## src/rtl/irq_flag_pkg.sv

```systemverilog
package irq_flag_pkg;

    // Register view / write target select
    typedef enum logic {
        SEL_FLAGS  = 1'b0,
        SEL_ENABLE = 1'b1
    } reg_sel_e;

    // Fixed source positions that neighbouring logic decodes
    localparam int unsigned SRC_TIMER1 = 6;
    localparam int unsigned SRC_TIMER2 = 5;
    localparam int unsigned SRC_SHIFT  = 2;

    // Decoded host write, one per target register
    typedef struct packed {
        logic       flag_clr;   // write to flag register
        logic       en_upd;     // write to enable register
        logic       en_set;     // 1: set marked enables, 0: clear them
    } wr_dec_t;

    function automatic wr_dec_t decode_write(input logic valid,
                                             input reg_sel_e sel,
                                             input logic mode_bit);
        wr_dec_t d;
        d.flag_clr = valid && (sel == SEL_FLAGS);
        d.en_upd   = valid && (sel == SEL_ENABLE);
        d.en_set   = mode_bit;
        return d;
    endfunction

endpackage

```

## src/rtl/irq_flag_bank.sv

```systemverilog
module irq_flag_bank #(
    parameter int unsigned NSRC = 7
) (
    input  logic            clk,
    input  logic            rst,
    input  logic [NSRC-1:0] evt_set,
    input  logic [NSRC-1:0] rd_clear,
    input  logic            wr_clr,
    input  logic [NSRC-1:0] wr_mask,
    output logic [NSRC-1:0] flag_q
);
    logic [NSRC-1:0] wr_kill;

    assign wr_kill = wr_clr ? wr_mask : '0;

    // One cell per source; a set always beats a clear in the same cycle
    for (genvar i = 0; i < NSRC; i++) begin : g_cell
        always_ff @(posedge clk) begin
            if (rst) begin
                flag_q[i] <= 1'b0;
            end else if (evt_set[i]) begin
                flag_q[i] <= 1'b1;
            end else if (wr_kill[i] || rd_clear[i]) begin
                flag_q[i] <= 1'b0;
            end
        end
    end
endmodule

```

## src/rtl/irq_enable_bank.sv

```systemverilog
module irq_enable_bank #(
    parameter int unsigned NSRC = 7
) (
    input  logic            clk,
    input  logic            rst,
    input  logic            upd,
    input  logic            set_mode,
    input  logic [NSRC-1:0] mask,
    output logic [NSRC-1:0] en_q
);
    logic [NSRC-1:0] en_d;

    always_comb begin
        en_d = en_q;
        if (upd) begin
            en_d = set_mode ? (en_q | mask) : (en_q & ~mask);
        end
    end

    always_ff @(posedge clk) begin
        if (rst) en_q <= '0;
        else     en_q <= en_d;
    end
endmodule

```

## src/rtl/irq_request_gen.sv

```systemverilog
module irq_request_gen #(
    parameter int unsigned NSRC = 7
) (
    input  logic            clk,
    input  logic            rst,
    input  logic [NSRC-1:0] flag_q,
    input  logic [NSRC-1:0] en_q,
    output logic            pending,
    output logic            irq_q
);
    assign pending = |(flag_q & en_q);

    always_ff @(posedge clk) begin
        if (rst) irq_q <= 1'b0;
        else     irq_q <= pending;
    end
endmodule

```

## src/rtl/irq_flag_ctrl.sv

```systemverilog
module irq_flag_ctrl
    import irq_flag_pkg::*;
#(
    parameter int unsigned NSRC = 7
) (
    input  logic            clk,
    input  logic            rst,
    input  logic [NSRC-1:0] evt_set,
    input  logic [NSRC-1:0] rd_clear,
    input  logic            wr_en,
    input  logic            wr_sel,
    input  logic [NSRC:0]   wr_data,
    input  logic            rd_sel,
    output logic [NSRC:0]   rd_data,
    output logic            irq
);
    localparam int unsigned MODE_BIT = NSRC;

    wr_dec_t         wdec;
    logic [NSRC-1:0] flag_q;
    logic [NSRC-1:0] en_q;
    logic            pending;

    assign wdec = decode_write(wr_en, reg_sel_e'(wr_sel), wr_data[MODE_BIT]);

    irq_flag_bank #(.NSRC(NSRC)) u_flags (
        .clk      (clk),
        .rst      (rst),
        .evt_set  (evt_set),
        .rd_clear (rd_clear),
        .wr_clr   (wdec.flag_clr),
        .wr_mask  (wr_data[NSRC-1:0]),
        .flag_q   (flag_q)
    );

    irq_enable_bank #(.NSRC(NSRC)) u_enables (
        .clk      (clk),
        .rst      (rst),
        .upd      (wdec.en_upd),
        .set_mode (wdec.en_set),
        .mask     (wr_data[NSRC-1:0]),
        .en_q     (en_q)
    );

    irq_request_gen #(.NSRC(NSRC)) u_req (
        .clk     (clk),
        .rst     (rst),
        .flag_q  (flag_q),
        .en_q    (en_q),
        .pending (pending),
        .irq_q   (irq)
    );

    always_comb begin
        if (reg_sel_e'(rd_sel) == SEL_ENABLE) rd_data = {1'b1, en_q};
        else                                  rd_data = {pending, flag_q};
    end
endmodule

```

## config.mk

```make
export PLATFORM = sky130hd
export DESIGN_NAME = irq_flag_ctrl
export DESIGN_NICKNAME = d
export VERILOG_FILES = /design/src/rtl/irq_flag_pkg.sv /design/src/rtl/irq_flag_bank.sv /design/src/rtl/irq_enable_bank.sv /design/src/rtl/irq_request_gen.sv /design/src/rtl/irq_flag_ctrl.sv
export SDC_FILE = /design/constraint.sdc
export NUM_CORES = 1
export LEC_CHECK = 0
export BUFFER_PORTS_ARGS = -buffer_cell sky130_fd_sc_hd__buf_2
export CORE_MARGIN = 2
export CORE_UTILIZATION = 30
export CTS_CLUSTER_DIAMETER = 100
export DETAILED_ROUTE_END_ITERATION = 12
export GPL_ROUTABILITY_DRIVEN = 0
export PLACE_DENSITY = 0.64
export SYNTH_ARGS = -nofsm -noshare
export SYNTH_HDL_FRONTEND = slang
export SYNTH_SLANG_ARGS = --single-unit
```

## constraint.sdc

```tcl
create_clock -name clk -period 2 [get_ports clk]
set_clock_uncertainty 0.2 [all_clocks]
set_input_delay 0.1 -clock clk [delete_from_list [all_inputs] [get_ports clk]]
set_output_delay 0.1 -clock clk [all_outputs]
set_load 0.01 [all_outputs]
```

==> impl_metrics.env, run 1 <==
export IMPL_run_status="finished clean"
export IMPL_post_drt_wl_per_cell_um=12.17
export IMPL_drcViolationCount=0
export IMPL_syn_nets=107
export IMPL_insertion_delay_ps=280
export IMPL_worstSetupStartpointType="primary input"
export IMPL_multi_input_area_um2=387.9
export IMPL_critPathTopFamily="buffers and inverters"
export IMPL_seq_area_frac_synth_pct=40.27
export IMPL_ir_drop_uv=468.6
export IMPL_post_synth_top_count_cell="dfxtp_1"
export IMPL_min_period_ps=1657
export IMPL_synth_area_um2=745.7
export IMPL_cts_root_buffer="clkbuf_4"
export IMPL_slowest_stage="dlygate4sd3_1"
export IMPL_cp_max_fo=2
export IMPL_async_flop_share_pct=0
export IMPL_core_area_um2=2410
export IMPL_postCtsSetupBuffers=0
export IMPL_rsz0062_at_grt="no"
export IMPL_path_common_cell="dlygate4sd3_1"
export IMPL_crit_arrival_ps=1630
export IMPL_first_iter_violations=7
export IMPL_antenna_found_initial=0
export IMPL_layout_nets=167
export IMPL_synth_top_area_share_pct=40.27
export IMPL_die_height_um=53.86
export IMPL_power_density_nw_per_um2=540.4
export IMPL_drive_gt1_share_pct=30.94
export IMPL_first_global_vias=726
export IMPL_tns_ps=0
export IMPL_port_buffers=35
export IMPL_cts_resized=0
export IMPL_wirelength_um=2057
export IMPL_dieWidth_um=53.86
export IMPL_crit_chain="dlygate4sd3_1, buf_2, nand3_2, mux2i_1, dlygate4sd3_1, nor2_1"
export IMPL_timing_hold_ws_ps=70.91
export IMPL_crit_type="primary input to flop"
export IMPL_synth_cell_types=16
export IMPL_grt_overflow=0
export IMPL_hpwl_um=1300
export IMPL_power_leakage_nw=0.5887
export IMPL_ff2ff_path_depth=3
export IMPL_ys_seq_elements=15
export IMPL_cts_hold_buf=24
export IMPL_grt_max_degree=16
export IMPL_p_total_uw=645.1
export IMPL_worst_path_stages=6
export IMPL_holdCritPathClass="primary input to flop"
export IMPL_ios=36
export IMPL_synth_area_leaders="dfxtp_1, mux2i_1, mux2_1, nand3b_1, nor2_1"
export IMPL_synth_ff_type="dfxtp_1"
export IMPL_synth_area_per_cell_um2=9.321
export IMPL_fill_cells=229
export IMPL_ys_warn_count=0
export IMPL_grt_pass1_wl_um=3249
export IMPL_fp_dieArea_um2=2900
export IMPL_num_rows=18
export IMPL_vias=809
export IMPL_yosysTopAreaCell="dfxtp_1"
export IMPL_max_freq_mhz=603.4
export IMPL_syn_to_final_growth_pct=60.07
export IMPL_clock_path_buffers=2
export IMPL_start_util_pct=30.94
export IMPL_crit_buf_inv=3
export IMPL_finalSetupViolations=0
export IMPL_worst_pin_slew_ps=348.1
export IMPL_numCtsBuffers=3
export IMPL_postSynthCellCount=80
export IMPL_whs_path_depth=4
export IMPL_cts_sinks=15
export IMPL_path_clk_slew_ps=90
export IMPL_hold_viol_final=0
export IMPL_slowest_delay_ps=560
export IMPL_regArea_um2=300.3
export IMPL_grt_usage_pct=15.53
export IMPL_cp_data_required_time_ps=1970
export IMPL_synth_commonest_cells="dfxtp_1, nor2_1, a31oi_1"
export IMPL_postRouteAntennaNets=0
export IMPL_slew_headroom_pct=76.79
export IMPL_report_final_slew_viol_count=0
export IMPL_cts_tree="built"
export IMPL_h_tree_depth=1
export IMPL_diodes=0
export IMPL_fin_crit_sh_pct=82.86
export IMPL_end_kind="flop"
export IMPL_drv_cap=0
export IMPL_vias_per_cell=4.787
export IMPL_synth_edff_count=0
export IMPL_first_pass_iters=4
tightest hold or removal path, cell delays in order:
cell and delay, ps:
buf_2 190, nand3_2 90, mux2i_1 70, nor2_1 70
final cells by class:
type                    count  share of cell area, %
flip-flops and latches     15                  25.16
inverters                   7                  2.201
repair buffers             59                  34.80
well taps                  30                  3.145
multi-input cells          54                  32.49
clock buffers               4                  2.201
path summary, 6_finish.rpt:
kind	start	endpoint	slack, ps
hold / removal	wr_sel	flop	70
setup / recovery	wr_data[4]	flop	340
hold reg to reg	flop	flop	330
setup reg to reg	flop	flop	600
layout by cell type (no fill, tap or decap):
master,netlist,final
buf_2,1,35
dlygate4sd3_1,0,24
dfxtp_1,15,15
nor2_1,14,14
a31oi_1,8,8
inv_1,7,7
nand3b_1,7,7
mux2i_1,7,7
mux2_1,5,5
nand3_1,4,4
nand3_2,3,3
clkbuf_4,0,3
mux2_2,2,2
a22oi_1,2,2
a222oi_1,1,1
nand4b_1,1,1
clkbuf_1,1,1
cell families after synthesis:
family / share of synthesized area [%]
and+or+nand+nor: 21.98
DFF: 40.27
muxes: 19.97
AOI/OAI and AO/OA: 10.07
buffers and inverters: 7.717
metal layers:
| layer | part of all wire (%) | up-vias | wire length (um) | track usage, % |
|---|---|---|---|---|
| met5 | 0 | - | 0 | 0 |
| met4 | 0.49 | 0 | 10 | 2.564 |
| met3 | 5.2 | 2 | 107 | 5.278 |
| met2 | 50 | 23 | 1030 | 27.03 |
| met1 | 44 | 382 | 909 | 18.63 |
| li1 | - | 402 | - | - |
stage by stage:
step / instances / area (um^2) / worst slack [ps] / utilization [%]
after floorplan: 80 / 745.7 / 841.6 / -
final: 169 / 1194 / 342.8 / 49.53
after detailed placement: 141 / 927.1 / 680.5 / 38.47
after CTS: 169 / 1194 / 357.0 / 49.53
after global routing: 169 / 1194 / 224.8 / 49.53
after global placement: 141 / 927.1 / 729.6 / 38.47
power by group:
part	switching, mW	internal (mW)	total, mW
Clock	0.0973	0.0774	0.175
Combinational	0.0606	0.0850	0.146
Sequential	0.0111	0.314	0.325
No activity file was read; power rests on OpenSTA's default activity.
==> inputs of run 2 (changes only) <==
--- a/config.mk
+++ b/config.mk
@@ -11,7 +11,7 @@
 export CTS_CLUSTER_DIAMETER = 100
 export DETAILED_ROUTE_END_ITERATION = 12
 export GPL_ROUTABILITY_DRIVEN = 0
-export PLACE_DENSITY = 0.64
+export PLACE_DENSITY = 0.66
 export SYNTH_ARGS = -nofsm -noshare
 export SYNTH_HDL_FRONTEND = slang
 export SYNTH_SLANG_ARGS = --single-unit
==> constraint.sdc (replaced) <==
create_clock -name clk -period 1.3 [get_ports clk]
set_clock_uncertainty 0.2 [all_clocks]
set_input_delay 0.065 -clock clk [delete_from_list [all_inputs] [get_ports clk]]
set_output_delay 0.065 -clock clk [all_outputs]
set_load 0.01 [all_outputs]
==> run 2 against run 1 <==
Die area is the same. Critical path depth fell by 3. Power is 58% higher. Combinational power is 72% higher. Non-clock buffer count rose by 1. Largest power group unchanged. Register-to-register slack lost 480 ps. Setup slack lost 630 ps. Via count grew 0.87%. Wire length grew 1.4%. Cell count is 0.59% higher. Core utilization rose by 3.6 points. Largest cell class unchanged. The run now ends with setup timing left. Clock-buffer cell count fell by 1.
==> impl_metrics.env, run 2 (same netlist as run 1, synthesis figures left out) <==
export IMPL_path_clk_slew_ps=100
export IMPL_dieWidth_um=53.86
export IMPL_first_iter_violations=14
export IMPL_dpl_instance_area_um2=934.6
export IMPL_worst_pin_slew_ps=373.7
export IMPL_fin_crit_sh_pct=122.2
export IMPL_min_period_ps=1588
export IMPL_insertion_delay_ps=290
export IMPL_p_total_mw=1.020
export IMPL_cts_sinks=15
export IMPL_syn_to_final_growth_pct=71.64
export IMPL_crit_chain="a222oi_1, nand4b_1, buf_2"
export IMPL_first_pass_iters=4
export IMPL_num_rows=18
export IMPL_max_freq_mhz=629.6
export IMPL_antenna_found_initial=0
export IMPL_final_cell_mix="buf_2, dlygate4sd3_1, nor2_1"
export IMPL_rsz0062_at_grt="yes"
export IMPL_holdCritPathClass="primary input to flop"
export IMPL_mostFrequentLayoutCell="buf_2"
export IMPL_first_global_vias=803
export IMPL_hpwl_um=1316
export IMPL_ir_drop_uv=516.9
export IMPL_crit_type="flop to primary output"
export IMPL_crit_arrival_ps=1320
export IMPL_design_area_um2=1280
export IMPL_die_height_um=53.86
export IMPL_report_final_slew_viol_count=0
export IMPL_cts_tree="built"
export IMPL_end_kind="primary output"
export IMPL_ff2ff_path_depth=2
export IMPL_wirelength_um=2086
export IMPL_vias=816
export IMPL_clock_path_buffers=2
export IMPL_finalSetupViolations=2
export IMPL_diodes=0
export IMPL_grt_pass1_wl_um=3312
export IMPL_numCtsBuffers=3
export IMPL_cp_data_required_time_ps=1030
export IMPL_slowest_stage="a222oi_1"
export IMPL_hold_viol_final=0
export IMPL_start_util_pct=30.94
export IMPL_layout_nets=168
export IMPL_slew_headroom_pct=75.09
export IMPL_drcViolationCount=0
export IMPL_core_area_um2=2410
export IMPL_run_status="finished with violations"
export IMPL_grt_max_degree=16
export IMPL_vias_per_cell=4.800
export IMPL_h_tree_depth=1
export IMPL_power_density_nw_per_um2=796.5
export IMPL_fp_dieArea_um2=2900
export IMPL_slowest_delay_ps=400
export IMPL_postRouteAntennaNets=0
export IMPL_grt_usage_pct=15.36
export IMPL_drv_cap=0
export IMPL_cts_root_buffer="clkbuf_4"
export IMPL_whs_path_depth=4
export IMPL_setup_slack_ps=-288.3
export IMPL_violations="setup timing"
export IMPL_port_buffers=35
export IMPL_power_leakage_nw=0.6238
export IMPL_post_drt_wl_per_cell_um=12.27
export IMPL_worstSetupStartpointType="flop"
export IMPL_ios=36
export IMPL_grt_overflow=0
export IMPL_drive_gt1_share_pct=45.71
export IMPL_cp_max_fo=2
## run 2: cell count changes in the layout (fill, tap and decap cells not counted)
cell,delta
dfxtp_2,+13
mux2_1,-5
clkinv_2,+1
buf_6,+7
buf_4,+1
buf_2,-6
dlygate4sd3_1,-1
clkbuf_1,-1
mux2_4,+6
mux2_2,-1
dfxtp_1,-13
## run 2: worst max-delay path: cells and delay by family, from the launching register on
| family | cells | cell delay (ps) |
|---|---|---|
| AO/OA/AOI/OAI | 1 | 400 |
| flip-flops | 1 | 330 |
| buffers and inverters | 1 | 160 |
| AND/OR/NAND/NOR | 1 | 140 |
## run 2: power breakdown
| part | switching (mW) | internal (mW) |
|---|---|---|
| Sequential | 0.0167 | 0.486 |
| Combinational | 0.0980 | 0.153 |
| Clock | 0.151 | 0.114 |
## run 2: what timing repair did
| item | CTS | global route |
|---|---|---|
| setup buffers | 1 | 1 |
| hold buffers | 23 | 0 |
| endpoints found under the hold margin | 15 | 0 |
| setup endpoints to repair | 6 | 8 |
| pin swaps | 2 | 0 |
| gates resized for setup | 16 | 11 |
## run 2: per-stage QoR
step                      setup WS (ps)  TNS (ps)  hold slack [ps]  utilization [%]  cells
after floorplan                   176.6         0           -65.59                -     80
after global placement            20.37         0            70.44            38.79    142
after detailed placement          27.95         0            80.30            38.79    142
after CTS                        -301.1    -391.9            23.71            51.66    170
after global routing             -331.8    -456.5            54.82            53.12    170
final                            -288.3    -371.7            29.41            53.12    170
## run 2: cell type report
type	instances	area (um^2)
fillers	214	1130
repair buffers	60	461.7
multi-input cells	54	410.4
flip-flops and latches	15	316.6
well taps	30	37.54
inverters	7	26.28
clock buffers	3	22.52
clock inverters	1	5.005
## run 2: metal layers
metal	part of all wire [%]	vias up	global-route usage, %
met3	4.3	4	2.500
li1	-	403	-
met1	42	383	18.10
met4	1.1	0	7.692
met2	52	26	26.63
met5	0	-	0
## run 2: worst paths after layout
kind                from                endpoint  slack, ps
setup / recovery    flop              rd_data[7]       -290
hold / removal    wr_sel                    flop         30
setup reg to reg    flop  u_req.irq_q$_SDFF_PP0_        120
hold reg to reg     flop                    flop        310
==> inputs of run 3 (changes only) <==
--- a/config.mk
+++ b/config.mk
@@ -14,4 +14,5 @@
 export PLACE_DENSITY = 0.66
 export SYNTH_ARGS = -nofsm -noshare
 export SYNTH_HDL_FRONTEND = slang
+export SYNTH_HIERARCHICAL = 1
 export SYNTH_SLANG_ARGS = --single-unit
==> run 3 against run 2 <==
The flow still finishes with violations (setup timing). Combinational power increased by 14%. Global-route usage is 1.2 points higher. Final area rose by 7.4%. Power grew 2.5%. Non-clock buffer count up 11. Highest routed layer unchanged.
==> impl_metrics.env, run 3 <==
export IMPL_run_status="finished with violations"
export IMPL_violations="setup timing"
export IMPL_final_cells=184
export IMPL_clock_path_buffers=2
export IMPL_yosysTopAreaCell="dfxtp_1"
export IMPL_slew_headroom_pct=65.97
export IMPL_postSynthCellCount=81
export IMPL_hpwl_um=1449
export IMPL_grt_overflow=0
export IMPL_drv_cap=0
export IMPL_cts_tree="built"
export IMPL_cp_max_fo=3
export IMPL_synth_cell_types=16
export IMPL_report_final_slew_viol_count=0
export IMPL_grt_pass1_wl_um=3443
export IMPL_design_area_um2=1375
export IMPL_async_flop_share_pct=0
export IMPL_synth_area_per_cell_um2=9.206
export IMPL_synth_area_um2=745.7
export IMPL_crit_chain="a222oi_1, buf_4, nand3_2, or2_1, buf_2"
export IMPL_fin_crit_sh_pct=144.6
export IMPL_ys_warn_count=6
export IMPL_postRouteAntennaNets=0
export IMPL_seq_area_frac_synth_pct=40.27
export IMPL_crit_type="flop to primary output"
export IMPL_crit_arrival_ps=1610
export IMPL_power_density_nw_per_um2=760.2
export IMPL_cp_data_required_time_ps=1030
export IMPL_synth_area_leaders="dfxtp_1, mux2_4, a31oi_1, a21bo_2, nand3_1"
export IMPL_cts_root_buffer="clkbuf_4"
export IMPL_ys_seq_elements=15
export IMPL_numCtsBuffers=3
export IMPL_first_pass_iters=4
export IMPL_path_clk_slew_ps=80
export IMPL_h_tree_depth=1
export IMPL_vias=887
export IMPL_holdCritPathClass="primary input to flop"
export IMPL_worst_pin_slew_ps=510.5
export IMPL_ios=36
export IMPL_max_freq_mhz=532.1
export IMPL_power_leakage_nw=0.6558
export IMPL_post_drt_wl_per_cell_um=12.69
export IMPL_setup_slack_ps=-579.4
export IMPL_synth_edff_count=0
export IMPL_core_area_um2=2410
export IMPL_synth_ff_type="dfxtp_1"
export IMPL_ir_drop_uv=621.9
export IMPL_min_period_ps=1879
export IMPL_final_util_pct=57.06
export IMPL_synth_top_area_share_pct=40.27
export IMPL_worstSetupStartpointType="flop"
export IMPL_antenna_found_initial=0
export IMPL_dpl_instance_area_um2=1003
export IMPL_slowest_stage="a222oi_1"
export IMPL_grt_max_degree=16
export IMPL_diodes=0
export IMPL_layout_nets=182
export IMPL_rsz0062_at_grt="yes"
export IMPL_post_synth_top_count_cell="dfxtp_1"
export IMPL_finalSetupViolations=7
export IMPL_slowest_delay_ps=380
export IMPL_wirelength_um=2335
export IMPL_start_util_pct=30.94
export IMPL_p_total_mw=1.045
export IMPL_crit_buf_inv=2
export IMPL_fp_dieArea_um2=2900
export IMPL_vias_per_cell=4.821
export IMPL_place_inst=153
export IMPL_syn_nets=108
export IMPL_hold_viol_final=0
export IMPL_synth_commonest_cells="dfxtp_1, a31oi_1, nand3_1"
export IMPL_grt_usage_pct=16.53
export IMPL_cts_sinks=15
export IMPL_die_height_um=53.86
export IMPL_first_iter_violations=20
export IMPL_first_global_vias=830
export IMPL_end_kind="primary output"
export IMPL_port_buffers=35
export IMPL_final_cell_mix="buf_2, dlygate4sd3_1, buf_6"
export IMPL_timing_hold_ws_ps=100.1
export IMPL_critPathTopFamily="compound AO/OA/AOI/OAI gates"
export IMPL_num_rows=18
export IMPL_mostFrequentLayoutCell="buf_2"
export IMPL_drcViolationCount=0
export IMPL_insertion_delay_ps=280
export IMPL_dieWidth_um=53.86
export IMPL_drive_gt1_share_pct=48.05
export IMPL_syn_to_final_growth_pct=84.40
[run 3: repair_timing]
item | 4_1_cts | 5_1_grt
endpoints found under the hold margin | 15 | 0
resized for setup | 10 | 15
endpoints found under the setup margin | 6 | 9
pin swaps | 0 | 1
hold buffers | 23 | 0
setup buffers | 1 | 4
[run 3: metrics by stage]
| stage | setup TNS [ps] | worst slack, ps |
|---|---|---|
| after floorplan | 0 | 24.99 |
| after global placement | -132.7 | -132.7 |
| after detailed placement | -192.2 | -192.2 |
| after CTS | -938.1 | -511.3 |
| after global routing | -1371 | -642.1 |
| final | -1037 | -579.4 |
[run 3: kinds of logic after synthesis]
family,synth area share [%]
compound gates,24.16
simple gates,14.94
flops,40.27
buf+inv,6.544
mux,14.09
[run 3: cell type report]
class                   instances  area [um^2]
well taps                      30        37.54
repair buffers                 71        569.3
fillers                       205         1035
flip-flops and latches         15        314.1
inverters                       7        26.28
clock buffers                   4        26.28
multi-input cells              57        401.6
[run 3: path summary, 6_finish.rpt]
kind	slack (ps)	endpoint	startpoint	cells after the start
setup reg to reg	-10	u_req/irq_q$_SDFF_PP0_	flop	3
setup / recovery	-580	rd_data[7]	flop	5
hold reg to reg	320	u_flags/flag_q[4]$_SDFFE_PP0P_	u_flags/flag_q[4]$_SDFFE_PP0P_	2
hold / removal	100	u_flags/flag_q[2]$_SDFFE_PP0P_	wr_sel	6
[run 3: worst min-delay path, cell delays in order]
cell and delay [ps]:
buf_2 80, nor2b_1 40, buf_4 160, nand2_1 60
a31oi_1 70, nor2_1 70
[run 3: report_power, final]
group          switching (mW)  internal [mW]
sequential             0.0154          0.486
combinational           0.108          0.179
clock                   0.138          0.119
total                   0.262          0.784
[run 3: metal layers]
layer  part of all wire (%)  global-route usage (%)  vias up
li1                       -                       -      437
met1                     39                   18.98      398
met2                     51                   27.64       46
met3                    8.5                   4.444        6
met4                    2.1                   8.974        0
met5                      0                       0        -
